**src/rtl/irqc_pkg.sv**
```systemverilog
package irqc_pkg;

  localparam int unsigned WIN_W  = 12;
  localparam int unsigned IDX_W  = 8;
  localparam logic [WIN_W-1:0] WIN_BASE = 12'h010;

  typedef enum logic [1:0] {
    SEL_EVENTS,
    SEL_MASK,
    SEL_ACK,
    SEL_LEVELS
  } reg_sel_e;

  // Bank index of an address inside the register window (wraps modulo 4096).
  function automatic logic [IDX_W-1:0] bank_index(input logic [WIN_W-1:0] addr);
    logic [WIN_W-1:0] diff;
    diff = addr - WIN_BASE;
    return diff[WIN_W-1:4];
  endfunction

  // Register selected by the low nibble; valid is cleared for unused offsets.
  function automatic logic [2:0] nibble_decode(input logic [3:0] nib);
    case (nib)
      4'h0:    return {1'b1, SEL_EVENTS};
      4'h4:    return {1'b1, SEL_MASK};
      4'h8:    return {1'b1, SEL_ACK};
      4'hC:    return {1'b1, SEL_LEVELS};
      default: return {1'b0, SEL_EVENTS};
    endcase
  endfunction

endpackage

```
**src/rtl/irqc_decode.sv**
```systemverilog
module irqc_decode #(
  parameter int NUM_BANKS = 2
) (
  input  logic [11:0]           addr,
  output logic                  hit,
  output logic [NUM_BANKS-1:0]  bank_oh,
  output irqc_pkg::reg_sel_e    sel
);
  import irqc_pkg::*;

  localparam logic [IDX_W-1:0] NB_LIM = IDX_W'(NUM_BANKS);

  logic [IDX_W-1:0] idx;
  logic [2:0]       nib_res;
  logic             nib_ok;

  always_comb begin
    idx     = bank_index(addr);
    nib_res = nibble_decode(addr[3:0]);
    nib_ok  = nib_res[2];
    sel     = reg_sel_e'(nib_res[1:0]);
    hit     = nib_ok && (idx < NB_LIM);
    bank_oh = '0;
    for (int b = 0; b < NUM_BANKS; b++) begin
      if (hit && (idx == IDX_W'(b))) bank_oh[b] = 1'b1;
    end
  end

endmodule

```
**src/rtl/irqc_bank.sv**
```systemverilog
module irqc_bank #(
  parameter int                BANK_W    = 32,
  parameter logic [BANK_W-1:0] LEVEL_SEL = '0
) (
  input  logic              clk,
  input  logic              rst_n,
  input  logic [BANK_W-1:0] line_in,
  input  logic              mask_we,
  input  logic              ack_we,
  input  logic [BANK_W-1:0] wdata,
  output logic [BANK_W-1:0] ev_q,
  output logic [BANK_W-1:0] mask_q,
  output logic [BANK_W-1:0] lv_q,
  output logic [BANK_W-1:0] rise,
  output logic [BANK_W-1:0] pend_q,
  output logic              any_next
);

  function automatic logic [BANK_W-1:0] pending_of(
    input logic [BANK_W-1:0] ev,
    input logic [BANK_W-1:0] lv,
    input logic [BANK_W-1:0] msk
  );
    return (ev | (lv & LEVEL_SEL)) & msk;
  endfunction

  logic [BANK_W-1:0] ev_d, mask_d, lv_d, ack_clr;

  always_comb begin
    rise    = line_in & ~lv_q;
    ack_clr = ack_we ? (wdata & ~LEVEL_SEL) : '0;
    // A fresh edge is applied after the acknowledge clear, so it survives.
    ev_d    = (ev_q & ~ack_clr) | (rise & ~LEVEL_SEL);
    mask_d  = mask_we ? wdata : mask_q;
    lv_d    = line_in;
    pend_q  = pending_of(ev_q, lv_q, mask_q);
    any_next = |pending_of(ev_d, lv_d, mask_d);
  end

  always_ff @(posedge clk or negedge rst_n) begin
    if (!rst_n) begin
      ev_q   <= '0;
      mask_q <= '0;
      lv_q   <= '0;
    end else begin
      ev_q   <= ev_d;
      mask_q <= mask_d;
      lv_q   <= lv_d;
    end
  end

endmodule

```
**src/rtl/irqc_irq_out.sv**
```systemverilog
module irqc_irq_out #(
  parameter int NUM_BANKS = 2
) (
  input  logic                 clk,
  input  logic                 rst_n,
  input  logic [NUM_BANKS-1:0] bank_any_next,
  output logic                 cpu_irq
);

  always_ff @(posedge clk or negedge rst_n) begin
    if (!rst_n) cpu_irq <= 1'b0;
    else        cpu_irq <= |bank_any_next;
  end

endmodule

```
**src/rtl/irqc_dual_bank.sv**
```systemverilog
module irqc_dual_bank #(
  parameter int NUM_BANKS = 2,
  parameter int BANK_W    = 32,
  parameter logic [NUM_BANKS*BANK_W-1:0] LEVEL_SEL = {32'h1FF0_0000, 32'h0000_0000}
) (
  input  logic                        clk,
  input  logic                        rst_n,
  input  logic [NUM_BANKS*BANK_W-1:0] irq_lines,
  input  logic [11:0]                 reg_addr,
  input  logic                        reg_wr,
  input  logic [BANK_W-1:0]           reg_wdata,
  output logic [BANK_W-1:0]           reg_rdata,
  output logic                        cpu_irq
);
  import irqc_pkg::*;

  // Named internal wires, observed by the bound checker.
  logic                              dec_hit;
  logic [NUM_BANKS-1:0]              bank_oh;
  reg_sel_e                          dec_sel;
  logic [NUM_BANKS-1:0]              mask_hit, ack_hit, any_next;
  logic [NUM_BANKS-1:0][BANK_W-1:0]  bank_lines, ev_all, mask_all, lv_all, rise_all, pend_all;

  irqc_decode #(.NUM_BANKS(NUM_BANKS)) u_dec (
    .addr    (reg_addr),
    .hit     (dec_hit),
    .bank_oh (bank_oh),
    .sel     (dec_sel)
  );

  for (genvar b = 0; b < NUM_BANKS; b++) begin : g_bank
    // Reverse order: the lowest line numbers feed the highest bank.
    assign bank_lines[b] = irq_lines[(NUM_BANKS-1-b)*BANK_W +: BANK_W];
    assign mask_hit[b]   = reg_wr && bank_oh[b] && (dec_sel == SEL_MASK);
    assign ack_hit[b]    = reg_wr && bank_oh[b] && (dec_sel == SEL_ACK);

    irqc_bank #(
      .BANK_W    (BANK_W),
      .LEVEL_SEL (LEVEL_SEL[b*BANK_W +: BANK_W])
    ) u_bank (
      .clk      (clk),
      .rst_n    (rst_n),
      .line_in  (bank_lines[b]),
      .mask_we  (mask_hit[b]),
      .ack_we   (ack_hit[b]),
      .wdata    (reg_wdata),
      .ev_q     (ev_all[b]),
      .mask_q   (mask_all[b]),
      .lv_q     (lv_all[b]),
      .rise     (rise_all[b]),
      .pend_q   (pend_all[b]),
      .any_next (any_next[b])
    );
  end

  always_comb begin
    reg_rdata = '0;
    for (int b = 0; b < NUM_BANKS; b++) begin
      if (bank_oh[b]) begin
        case (dec_sel)
          SEL_EVENTS: reg_rdata = ev_all[b];
          SEL_MASK:   reg_rdata = mask_all[b];
          SEL_LEVELS: reg_rdata = lv_all[b];
          default:    reg_rdata = '0;
        endcase
      end
    end
  end

  irqc_irq_out #(.NUM_BANKS(NUM_BANKS)) u_out (
    .clk           (clk),
    .rst_n         (rst_n),
    .bank_any_next (any_next),
    .cpu_irq       (cpu_irq)
  );

endmodule

```
**config.mk**
```make
export PLATFORM = sky130hd
export DESIGN_NAME = irqc_dual_bank
export DESIGN_NICKNAME = d
export VERILOG_FILES = /design/src/rtl/irqc_pkg.sv /design/src/rtl/irqc_decode.sv /design/src/rtl/irqc_bank.sv /design/src/rtl/irqc_irq_out.sv /design/src/rtl/irqc_dual_bank.sv
export SDC_FILE = /design/constraint.sdc
export NUM_CORES = 1
export LEC_CHECK = 0
export BUFFER_PORTS_ARGS = -buffer_cell sky130_fd_sc_hd__buf_4
export CAP_MARGIN = 25
export CORE_ASPECT_RATIO = 0.9
export CORE_UTILIZATION = 28
export DETAILED_ROUTE_END_ITERATION = 16
export GPL_ROUTABILITY_DRIVEN = 0
export PLACE_DENSITY = 0.48
export SETUP_SLACK_MARGIN = 0.2
export SKIP_LAST_GASP = 1
export SYNTH_ARGS = -nofsm -noshare
export SYNTH_HDL_FRONTEND = slang
export SYNTH_SLANG_ARGS = --single-unit
```
**constraint.sdc**
```tcl
create_clock -name clk -period 7.3 [get_ports clk]
set_input_delay 0.365 -clock clk [delete_from_list [all_inputs] [get_ports clk]]
set_output_delay 0.365 -clock clk [all_outputs]
set_load 0.005 [all_outputs]
```
==> results of run 1 <==
worst reg2reg max path: stages (launching register included):
cell and delay, ns:
dfrtp_1 0.39, o21ai_0 0.07, o21ai_0 0.20, a2111oi_2 0.44, nand4_1 0.11, or4_1 0.53
or4_1 0.40
cells in the final DEF, fill, tap and decap left out, types with 17 or more instances in the layout:
cell / n
clkbuf_16: 17
nand2_1: 68
a22oi_1: 20
o21ai_0: 47
o31ai_1: 25
a22o_1: 19
a222oi_1: 57
nor2_1: 27
inv_1: 74
buf_4: 155
mux2_2: 35
dfrtp_1: 184
cells in the mapped netlist (all sizes together) (12+ instances only):
cell,instances,area [sq um]
a22o,19,166
dfrtp,184,4600
a22oi,21,163
mux2,35,394
inv,74,278
clkbuf,36,135
o21ai,49,245
nor2,28,105
nand2,68,255
a21oi,14,70.1
nand4,12,75.1
o31ai,26,200
o41ai,12,113
a222oi,57,571
metal layers:
metal | vias up | share of wire [%] | global-route usage, %
met5 | - | 0 | 0
met4 | 0 | 1.6 | 5.36
met3 | 29 | 7.1 | 4.73
met2 | 300 | 45 | 30.0
met1 | 3468 | 46 | 28.7
li1 | 3138 | - | -
final timing paths:
kind | to | depth (start not counted) | start | slack (ns)
worst max-delay path | u_out.cpu_irq | 11 | reg_addr[1] | 3.19
worst min-delay path | g_bank[1].u_bank.lv_q[17] | 1 | irq_lines[17] | 0.03
worst max register to register | u_out.cpu_irq | 6 | g_bank[0].u_bank.mask_q[3] | 5.05
worst min register to register | g_bank[1].u_bank.mask_q[5] | 2 | g_bank[1].u_bank.mask_q[5] | 0.51
max in group asynchronous | g_bank[0].u_bank.lv_q[4] | 3 | rst_n | 6.00
min in group asynchronous | g_bank[0].u_bank.lv_q[29] | 1 | rst_n | 0.07
power groups by stage:
stage               clock [mW]  sequential (mW)  combinational, mW
global placement             0             1.07              0.156
finish                   0.902             1.05              0.156
detailed placement           0             1.07              0.156
global route             0.965             1.05              0.171
floorplan                    0             1.06             0.0456
CTS                      0.922             1.05              0.156
final cells by class:
type | count | area share, %
Sequential cell | 184 | 44.1
Clock inverter | 12 | 1.01
Clock buffer | 20 | 4.38
Inverter | 74 | 2.66
Tap cell | 396 | 4.75
Multi-Input combinational cell | 459 | 31.5
Timing Repair Buffer | 157 | 11.5
cell families after synthesis:
kind of cell,after synthesis
compound gates,238
fa+ha+maj,3
buf+inv,121
flops,184
mux,38
simple gates,180
flip-flops by register name (all words and copies together), names as in the netlist:
signal / count
u_out.cpu_irq: 1
g_bank.u_bank.ev_q: 55
g_bank.u_bank.mask_q: 64
g_bank.u_bank.lv_q: 64
metrics by stage:
stage	cell area, sq um	setup WS, ns	power [mW]	hold slack [ns]	instances
3_5_place_dp	9840	2.69	1.22	0.482	1269
4_1_cts	10400	3.15	2.13	0.0208	1301
6_report	10400	3.19	2.10	0.0308	1302
5_1_grt	10400	3.05	2.18	0.0161	1302
2_1_floorplan	8330	3.49	1.11	0.0694	764
3_3_place_gp	9840	2.78	1.22	0.484	1269
==> run summary, run 1 <==
The detailed router placed 6,935 vias in this run. The synthesized design contains 0 enable-type register cells. Traced cell by cell, the critical path runs through buf_4, nor4b_2, buf_4, nand3_1, nor3_1, buf_4, mux2_2, a221oi_1, and4b_1, nand2_1, or4_1.

The logs give 44.8 mm for the global-route wire length before repair and 0 for the post-CTS setup buffer count. Summing the areas of all and, or, nand and nor instances in the mapped netlist gives 11.2% of the synthesized area. The aggregate negative setup slack came out at 0 ns. For this run, the post-layout net count is 1,007. STA classifies the critical path startpoint as an input pin.

Setup repair after global routing left no endpoint under its margin. The count of endpoints failing hold in the final timing report was 0. The tools report the max-capacitance violation count as 0.

In this run, CTS created clock tree buffers numbering 17. TritonCTS built the clock tree. For the total wire length, the log shows 30.4 mm. Relative to the synthesized area, the layout overhead comes to 25.2%. At the later pin of the worst-skew pair, clock insertion delay measures 0.44 ns. Along the worst path, the maximum fanout reaches 67. The worst hold path belongs to the class in2reg.

The flip-flop and latch count after synthesis came out at 184. Critical path buffer and inverter count: 3. The via count of the first global-routing pass is 6,977, and the register cell area after layout is 4600 sq um. The post-route netlist has 27.5% of its cells at a drive strength greater than 1. Dividing the detail-routed via count by the number of cells gives 5.33.

The width of the die is 184 um. The total routing resource utilization after global routing came out at 20.0%. Among all flip-flop cells after synthesis, the most frequent one is dfrtp_1. The worst setup path is captured at a flip-flop. The cell sitting at the root of the clock tree is a clkbuf_16.

Final period demand of the worst path: 4.11 ns. The flow ran to the end, and the final reports show no timing, DRC or antenna violations. The number of antenna violations at the first check in global routing was 1; the leakage power total was 4.99 nW. The maximum number of pins on one net before global-route repair was 110; the part of the total power dissipated in combinational logic was 7.4%. Power spread over the standard cell area amounts to 202 nW/um^2.

The DRC violation count after routing came out at 0. Final count of pins violating max slew: 0. Between clock sinks in the finished design, the worst skew comes to 0.0115 ns. The first detailed-routing pass took 9 iterations. The logs give 764 for the post-synthesis cell count and 0 for the number of antenna cells inserted. The portion of synthesized area spent on multiplexers is 5.09%.

The synthesized netlist devotes 0% of its cell area to XOR and XNOR gates. The share of the synthesized area in compound gates (AO/OA/AOI/OAI) is 22.4%, and the switching portion of total power is 25.6%. The H-tree was split into 4 levels.

In this run, post-CTS hold repair placed 0 buffers. The cell area after technology mapping was 8330 sq um; the part of the cycle the worst path needs was 56.4%. The async set-reset flop share out of synthesis is 100%.

The total area inside the core boundary comes to 29,100 sq um. The vertical extent of the die is 166 um, and the number of cell rows is 59. The logs give 3290 sq um for the area taken by multi-input logic gates and 243 MHz for the achievable frequency. The floorplan step defined a die boundary enclosing 30,500 sq um.

In this run the mean area of a mapped cell was 10.9 sq um. The data required time of the critical path was 7.62 ns. Registers are responsible for 49.7% of the overall power. During synthesis, Yosys emitted a total of 0 warnings. Global routing finished with a remaining overflow of 0.

In this run the remaining antenna-violating nets after routing total 0. Half-perimeter wire length of the detailed placement result: 20.8 mm. The tools report the net switching power of the design as 539 uW.

In this design, the largest share of critical-path delay is due to simple AND/OR/NAND/NOR gates. During I/O placement, the number of pins put on the boundary was 144. The DRC marker count from the first detailed-route iteration is 742. After clock tree synthesis, the clock-pin slew on the worst setup and hold paths is 0.07 ns.

The end-of-flow core utilization was 35.9%; the average detailed-routed wire length per instance was 23.3 um. The clock network burns 42.9% of the power. The adder-cell share of the synthesized area is 0.450%. In this run the tightest slew margin relative to its limit is 28.6%. The run gives 181 uV as the worst-case vdd ir drop. The most numerous cell type found on the critical path is buf_4.

The worst stage delay on the critical path is 0.73 ns. The sequential area share after synthesis was 55.3%; the starting density of the core was 28.7%. By area, the combinational part of the netlist is dominated by compound AO/OA/AOI/OAI gates. The logs give 1.56 mW for the internal power contribution and 58 for the unique cell type count in the Yosys netlist. The clock passes through at most 2 buffers. The total of fill cells in the finished design is 2,987, and the count of port buffers added during placement is 143. The total nets after synthesis came out at 878. The tools report the arrival time at the worst endpoint as 4.43 ns. The setup violation total in the final timing report is 0. The clock net in this run drives a total of 184 sinks. The slowest stage of the critical path is the buf_4 cell. At the pin with the least slew margin, the transition time is 1.07 ns. The setup path with the least slack is of type in2reg.

In this run, post-CTS repair resized a total of 0 instances.
Note: power is estimated with default switching activity, not from simulation.
==> run 2: changes to the inputs <==
Settings changed: ABC_AREA set to 1, PLACE_DENSITY 0.48 to 0.47.
Clock period 7.3 ns to 3.91 ns, I/O delays scaled along.
==> run 2 against run 1 <==
- clock skew grew 0.0021 ns
- combinational power increased by 150%
- total power is 97% higher
- critical path depth up 1
- first-iteration DRC count fell by 23%
- flip-flop and latch count is the same
- register-to-register slack worse by 2.6 ns
- area after synthesis rose by 8.7%
- setup slack worse by 2.0 ns
- critical endpoint is now reg_rdata[7]
- largest cell class unchanged
==> run summary, run 2 <==
The dominant cell by count in the synthesized netlist is nand2_1. The total wire length was 31.9 mm; the vertical extent of the die was 173 um. The worst register-to-register path begins at g_bank[0].u_bank.mask_q[15].

Entering global routing, the biggest net connects 111 pins. The tools report the aggregate negative setup slack as 0 ns. The run gives 0.0136 ns as the setup skew after layout. The worst stage delay on the critical path is 0.45 ns. The synthesis-to-finish area growth works out to 32.0%. The count of endpoints failing hold in the final timing report was 0. Global routing used 20.1% of the available tracks. The number of gates resized after cts is 0, and the total nets after synthesis is 1,286.

The top-level port count came out at 144. For this configuration, the core starts out at a cell density of 28.4%. The total clock sinks is 184. Average via count per standard cell: 4.61.

For the worst setup path, the data required time is 3.71 ns. OpenSTA, run right after detailed placement, puts the worst setup slack at 0.905 ns. The sequential area share after synthesis came out at 50.8%. The library cell used most frequently in the layout, excluding fill and tap cells, is nand2_1.

The endpoint of the most critical register-to-register path is u_out.cpu_irq. In this run the deepest clock path goes through 2 buffers. In the final layout, the registers with the most flip-flops are g_bank.u_bank.lv_q: 64 flops, g_bank.u_bank.mask_q: 64 flops, g_bank.u_bank.ev_q: 55 flops. The maximum fanout along the worst path was 40; the half-perimeter wire length of the detailed placement result was 21.4 mm. In this run the tightest slew margin relative to its limit is 36.9%. TritonCTS built the clock tree. The fraction of layout instances using a drive strength above 1 was 15.5%; the unique cell type count in the Yosys netlist was 30.

The tools report the leakage power total as 6.22 nW. The run gives 0 as the residual antenna-violating net count after detailed routing. At the end of the flow, the number of nets in the layout was 1,489.

The worst register-to-register path has a depth of 12. The die covers 33,100 sq um. The average detailed-routed wire length per instance came out at 17.7 um.

The critical path buffer and inverter count was 5. The first-pass iteration count of the detailed router is 5, and the cell area after technology mapping is 9060 sq um. VDD sags by at most 300 uV.

After layout, the minimum clock period comes to 2.76 ns. The worst setup path is captured at an output pin. The overall overflow remaining after global route is 0, and the number of enable flip-flop cells after synthesis is 0. The post-synthesis cell count came out at 1,172.

Once routing completed, OpenROAD measured the worst setup slack at 1.15 ns. The cell sitting at the root of the clock tree is a clkbuf_16. The cell count along the critical path came out at 12.

Number of antenna violations at the first check in global routing: 0. Timing would allow up to 362 MHz. In this run the most critical hold path is launched from reg_wdata[23].

The end of the critical path was reg_rdata[7]. The cell that appears most often on the critical path is buf_4. The critical path is of the in2out type.

The max-capacitance violation count is 0. The width of the die was 192 um; the number of buffers created by CTS was 17. After clock tree synthesis, the clock-pin slew on the worst setup and hold paths is 0.08 ns. The floorplan has 62 rows. Final count of pins violating max slew: 0.

Family with the most delay on the worst path: buffers and inverters. The DRC marker count from the first detailed-route iteration is 572. The worst path uses 70.6% of the clock period. For the setup violation total in the final timing report, the log shows 0. The global-route wire length before repair is 49.5 mm, and the core area is 31,900 sq um.

Via count: 8,314. The tightest min-delay check is of the in2reg type. Buffers placed on the I/O ports in this run total 143. Setup repair after global routing left no endpoint under its margin. The arrival time at the worst endpoint was 2.56 ns. After synthesis, the largest area contributor takes up 50.8% of total cell area.

In the layout the commonest cells are nand2_1, inv_1, dfrtp_1, buf_4, dlygate4sd3_1. The run gives 3,350 as the total of fill cells in the finished design. For this design the ratio of total power to cell area is 347 nW/um^2. The via count of the first global-routing pass was 8,323. The run finished with clean final reports. STA classifies the critical path startpoint as an input pin. The clock tree synthesis step divided the H-tree into 4 levels. Critical path's slowest cell: buf_4. The setup check on the worst reg-to-reg path leaves a slack of 2.43 ns. The async set-reset flop share out of synthesis was 100%.

The flip-flop and latch count after synthesis was 184. The most instantiated flip-flop cell in the synthesis netlist was dfrtp_1. The most critical setup path has its startpoint at reg_addr[4]. At the later pin of the worst-skew pair, clock insertion delay measures 0.45 ns.

The commonest cells after synthesis are nand2_1, inv_1, dfrtp_1, o21ai_0, nand4_1. The Yosys step of the flow raised 0 warnings. The largest total area in the synthesized netlist belongs to dfrtp_1. The number of antenna diodes in the final layout is 0. After synthesis, the cell types taking the most area are dfrtp_1, nand2_1, inv_1, nand4_1, o21ai_0. After detailed routing, the number of remaining DRC violations is 0. For the pin with the worst max-slew slack, the measured transition is 0.946 ns.

The average instance in the mapped netlist occupies 7.73 sq um. The signal on the critical path passes through buf_4, inv_1, ha_1, nand2_1, nor2_1, nand2_1, nor3_4, buf_4, buf_4, a21oi_1, a211oi_1, buf_4.
==> run 2: repair_timing <==
item	in CTS	in global routing
hold buffers	73	0
buffers inserted	0	0
hold endpoints to repair	221	0
==> run 2: worst min-delay path by stage <==
| stage | depth (start not counted) | slack (ns) | end |
|---|---|---|---|
| 2_1_floorplan | 0 | -0.10 | g_bank[0].u_bank.ev_q[0] |
| 3_3_place_gp | 1 | 0.32 | g_bank[0].u_bank.lv_q[2] |
| 3_5_place_dp | 1 | 0.32 | g_bank[0].u_bank.lv_q[6] |
| 4_1_cts | 3 | 0.005 | g_bank[0].u_bank.mask_q[11] |
| 5_1_grt | 3 | 0.03 | g_bank[0].u_bank.mask_q[3] |
| 6_report | 3 | 0.02 | g_bank[0].u_bank.mask_q[23] |
==> run 2: stage by stage <==
step	instances	instance area, sq um	utilization (%)	total power [mW]	hold WS, ns
after floorplan	1172	9060	-	2.09	-0.100
after global placement	1699	10600	33.3	2.31	0.317
after detailed placement	1699	10600	33.3	2.31	0.316
after global routing	1804	12000	37.5	4.32	0.0278
final	1804	12000	37.5	4.15	0.0243
after CTS	1804	12000	37.5	4.21	0.00460
==> run 2: layout make-up <==
class / count / area (sq um) / area share (%)
flip-flops and latches: 184 / 4600 / 38.5
multi-input cells: 713 / 3400 / 28.4
repair buffers: 242 / 2020 / 16.9
clock buffers: 17 / 425 / 3.56
clock inverters: 15 / 180 / 1.51
inverters: 217 / 815 / 6.81
well taps: 416 / 520 / 4.35
==> run 2: power by group <==
| part | internal [mW] | switching, mW |
|---|---|---|
| Combinational | 0.167 | 0.217 |
| Sequential | 1.94 | 0.00867 |
| Clock | 0.968 | 0.858 |
==> run 2: layer usage <==
metal  up-vias  GRT usage, %  share of wire, %
met5         -             0                 0
met1      3947          29.5                49
met2       217          30.3                44
li1       4124             -                 -
met4         0          4.99               1.4
met3        26          3.63               4.7
==> run 2: cells by family (layout without fill, tap and decap cells) <==
group | Yosys count | after routing | synth area share, %
DFF | 184 | 184 | 50.8
buffers and inverters | 275 | 491 | 12.2
and+or+nand+nor | 512 | 512 | 23.4
adders and majority gates | 3 | 3 | 0.414
AOI/OAI and AO/OA | 198 | 198 | 13.2
==> run 2: worst reg2reg max path, cell delays in order (launching register included) <==
cell     delay (ns)
dfrtp_1        0.36
inv_1          0.08
nand2_1        0.06
nand2_1        0.09
inv_1          0.05
nand2_1        0.11
nand2_1        0.12
inv_1          0.08
nand2_1        0.05
nor2_1         0.14
nand2_1        0.07
nor2_1         0.11
nand2_1        0.06
==> run 3: changes to the inputs <==
Settings changed: PLACE_DENSITY 0.47 to 0.49.
Clock period 3.91 ns to 2.3 ns, I/O delays scaled along.
==> run 3 against run 2 <==
- the run now ends with DRC left
- sequential power grew 70%
- critical path type unchanged
- die area is the same
- highest routed layer unchanged
- clock power up 68%
- critical endpoint is now reg_rdata[10]
- flip-flop and latch count stayed put
- wire length rose by 4.5%
==> run summary, run 3 (same netlist as run 2, synthesis figures left out) <==
Along the worst path, the maximum fanout reaches 8. The residual antenna-violating net count after detailed routing is 0, and the synthesis-to-finish area growth is 44.2%. Summed over all layers, the global routing overflow is 0. The net total in the final layout was 1,567; the DRC violation count after routing was 1.

The data required time of the critical path came out at 2.18 ns. In this run the worst hold path is classified as in2reg. The worst setup path is launched from an input pin.

The H-tree was split into 4 levels. The post-route netlist has 20.8% of its cells at a drive strength greater than 1. The count of port buffers added during placement came out at 143. The clock-pin slew on the worst setup and hold paths is 0.07 ns. The final reports fail on DRC. In this run the tightest slew margin relative to its limit is 54.1%. The DRC marker count from the first detailed-route iteration was 612; the core area was 31,900 sq um.

The tools report the end of the worst hold path as g_bank[1].u_bank.mask_q[15]. In the layout the commonest cells are nand2_1, inv_1, buf_4, dfrtp_1, dlygate4sd3_1. Setup repair after global routing could not meet its margin everywhere.

End-of-flow core utilization: 41.0%. In the final layout, the registers with the most flip-flops are g_bank.u_bank.lv_q: 64 flops, g_bank.u_bank.mask_q: 64 flops, g_bank.u_bank.ev_q: 55 flops. The logs give 51.4 mm for the global-route wire length before repair and 33,100 sq um for the die footprint. The clock reaches the later pin of the worst-skew pair after 0.45 ns. The worst register-to-register path begins at g_bank[0].u_bank.mask_q[2]. The setup skew after layout was 0.00958 ns. The final count of pins violating max slew is 0. Adding up every negative setup slack in the final design gives 0 ns. TritonCTS built the clock tree.

The first TritonRoute pass finished after 11 iterations. The number of buffers created by CTS was 17. The average detailed-routed wire length per instance is 17.7 um, and the maximum number of pins on one net before global-route repair is 75. Power spread over the standard cell area amounts to 546 nW/um^2. The clock root buffer master is clkbuf_16. The number of antenna violations at the first check in global routing was 1. The critical path in this run is classified as in2out.

In the global route stage, met3 resource usage came out at 3.63%. During I/O placement, the number of pins put on the boundary was 144. The layer with the highest usage is met2. The floorplan has 62 rows. The count of endpoints failing hold in the final timing report is 0, and the average via count per standard cell is 4.67.

Detailed routing inserted a total of 8,795 vias. The logic depth of the worst register-to-register path is 12. Total wire length: 33.3 mm. The total routing resource utilization after global routing was 20.7%.

The run gives 31.3% as the fraction of met2 tracks used by global routing. Measured along the y axis, the die boundary spans 173 um. The tools report the startpoint of the lowest-slack hold path as reg_wdata[15].

The register-to-register setup slack is 0.89 ns. After layout, the minimum clock period comes to 2.05 ns. In this run the deepest clock path goes through 2 buffers. The tree built by TritonCTS fans out to 184 sinks. Setup violations remaining at the end of the flow were counted as 0.

For the worst setup path, the data arrival time is 1.94 ns. The worst-case vdd ir drop was 494 uV; the part of the cycle the worst path needs was 89.2%. Leading cell type in the layout, fill and taps excluded: nand2_1. The run gives 6.74 nW as the leakage power total.

The half-perimeter wire length of the detailed placement result was 22.8 mm. Measured along the x axis, the die boundary spans 192 um. The pin slew with the least headroom to its limit came out at 0.689 ns. The max-capacitance violation count was 0; the instance count along the most critical hold path was 3. Timing would allow up to 487 MHz. For the via count of the first global-routing pass, the log shows 8,819. The run gives 28.4% as the starting density of the core.

The run finished, with violations left. The category of the worst setup path capture point was an output pin. The endpoint of the most critical register-to-register path is u_out.cpu_irq. The tools report the met1 global-route usage as 30.2%.
[run 3: cell count changes in the layout (fill, tap and decap cells not counted), moves of 5 or more]
| cell | change |
|---|---|
| buf_12 | +17 |
| buf_4 | +27 |
| buf_6 | +10 |
| dlygate4sd3_1 | +20 |
| nand2_1 | -5 |
| nand2_2 | +5 |
| nor2_1 | -7 |
| nor2_2 | +5 |
[run 3: final cells by class]
type                            count  area, sq um
Inverter                          217          836
Antenna cell                        1         2.50
Clock buffer                       17          425
Tap cell                          416          520
Timing Repair Buffer              320         2970
Fill cell                        3296        18800
Sequential cell                   184         4600
Multi-Input combinational cell    713         3530
Clock inverter                     15          179
[run 3: timing repair]
action,4_1_cts,5_1_grt
endpoints found under the setup margin,31,33
buffers inserted,12,1
hold endpoints to repair,225,0
hold buffers,93,0
pin swaps,17,6
cloned,2,0
gates resized for setup,50,18
[run 3: metrics by stage]
| step | power, mW | cells | area [sq um] | hold WS, ns | setup WS [ns] |
|---|---|---|---|---|---|
| 5_1_grt | 7.39 | 1883 | 13100 | 0.0289 | 0.159 |
| 4_1_cts | 7.19 | 1881 | 13000 | 0.00197 | 0.214 |
| 6_report | 7.13 | 1883 | 13100 | 0.0144 | 0.248 |
| 3_3_place_gp | 3.97 | 1742 | 11100 | 0.224 | -0.180 |
| 3_5_place_dp | 3.96 | 1742 | 11100 | 0.216 | -0.223 |
| 2_1_floorplan | 3.55 | 1172 | 9060 | -0.181 | 0.351 |
[run 3: worst max-delay path, stage by stage]
cell and delay, ns:
buf_12 0.09, inv_6 0.03, nor4_4 0.29, buf_4 0.18
buf_12 0.11, clkinvlp_4 0.12, buf_12 0.18, o22ai_2 0.11
a21oi_1 0.09, nor2_4 0.12, nor2_1 0.05, a211oi_2 0.20
buf_4 0.16, buf_6 0.09
[run 3: worst max path at each step]
stage                     start       endpoint  slack [ns]  depth (start not counted)
detailed placement  reg_addr[4]  u_out.cpu_irq       -0.22                         17
global route        reg_addr[5]  reg_rdata[23]        0.16                         13
CTS                 reg_addr[4]  reg_rdata[18]        0.21                         16
global placement    reg_addr[4]  u_out.cpu_irq       -0.18                         19
finish              reg_addr[2]  reg_rdata[10]        0.25                         14
floorplan           reg_addr[4]  u_out.cpu_irq        0.35                         18
[run 3: routing by layer]
metal,vias to the layer above,wire length (um)
li1,4275,-
met5,-,0
met1,4232,16100
met3,32,1860
met4,0,573
met2,256,14800
[run 3: power by group]
group,internal (mW),switching [mW]
sequential,3.29,0.0153
clock,1.56,1.51
combinational,0.353,0.402
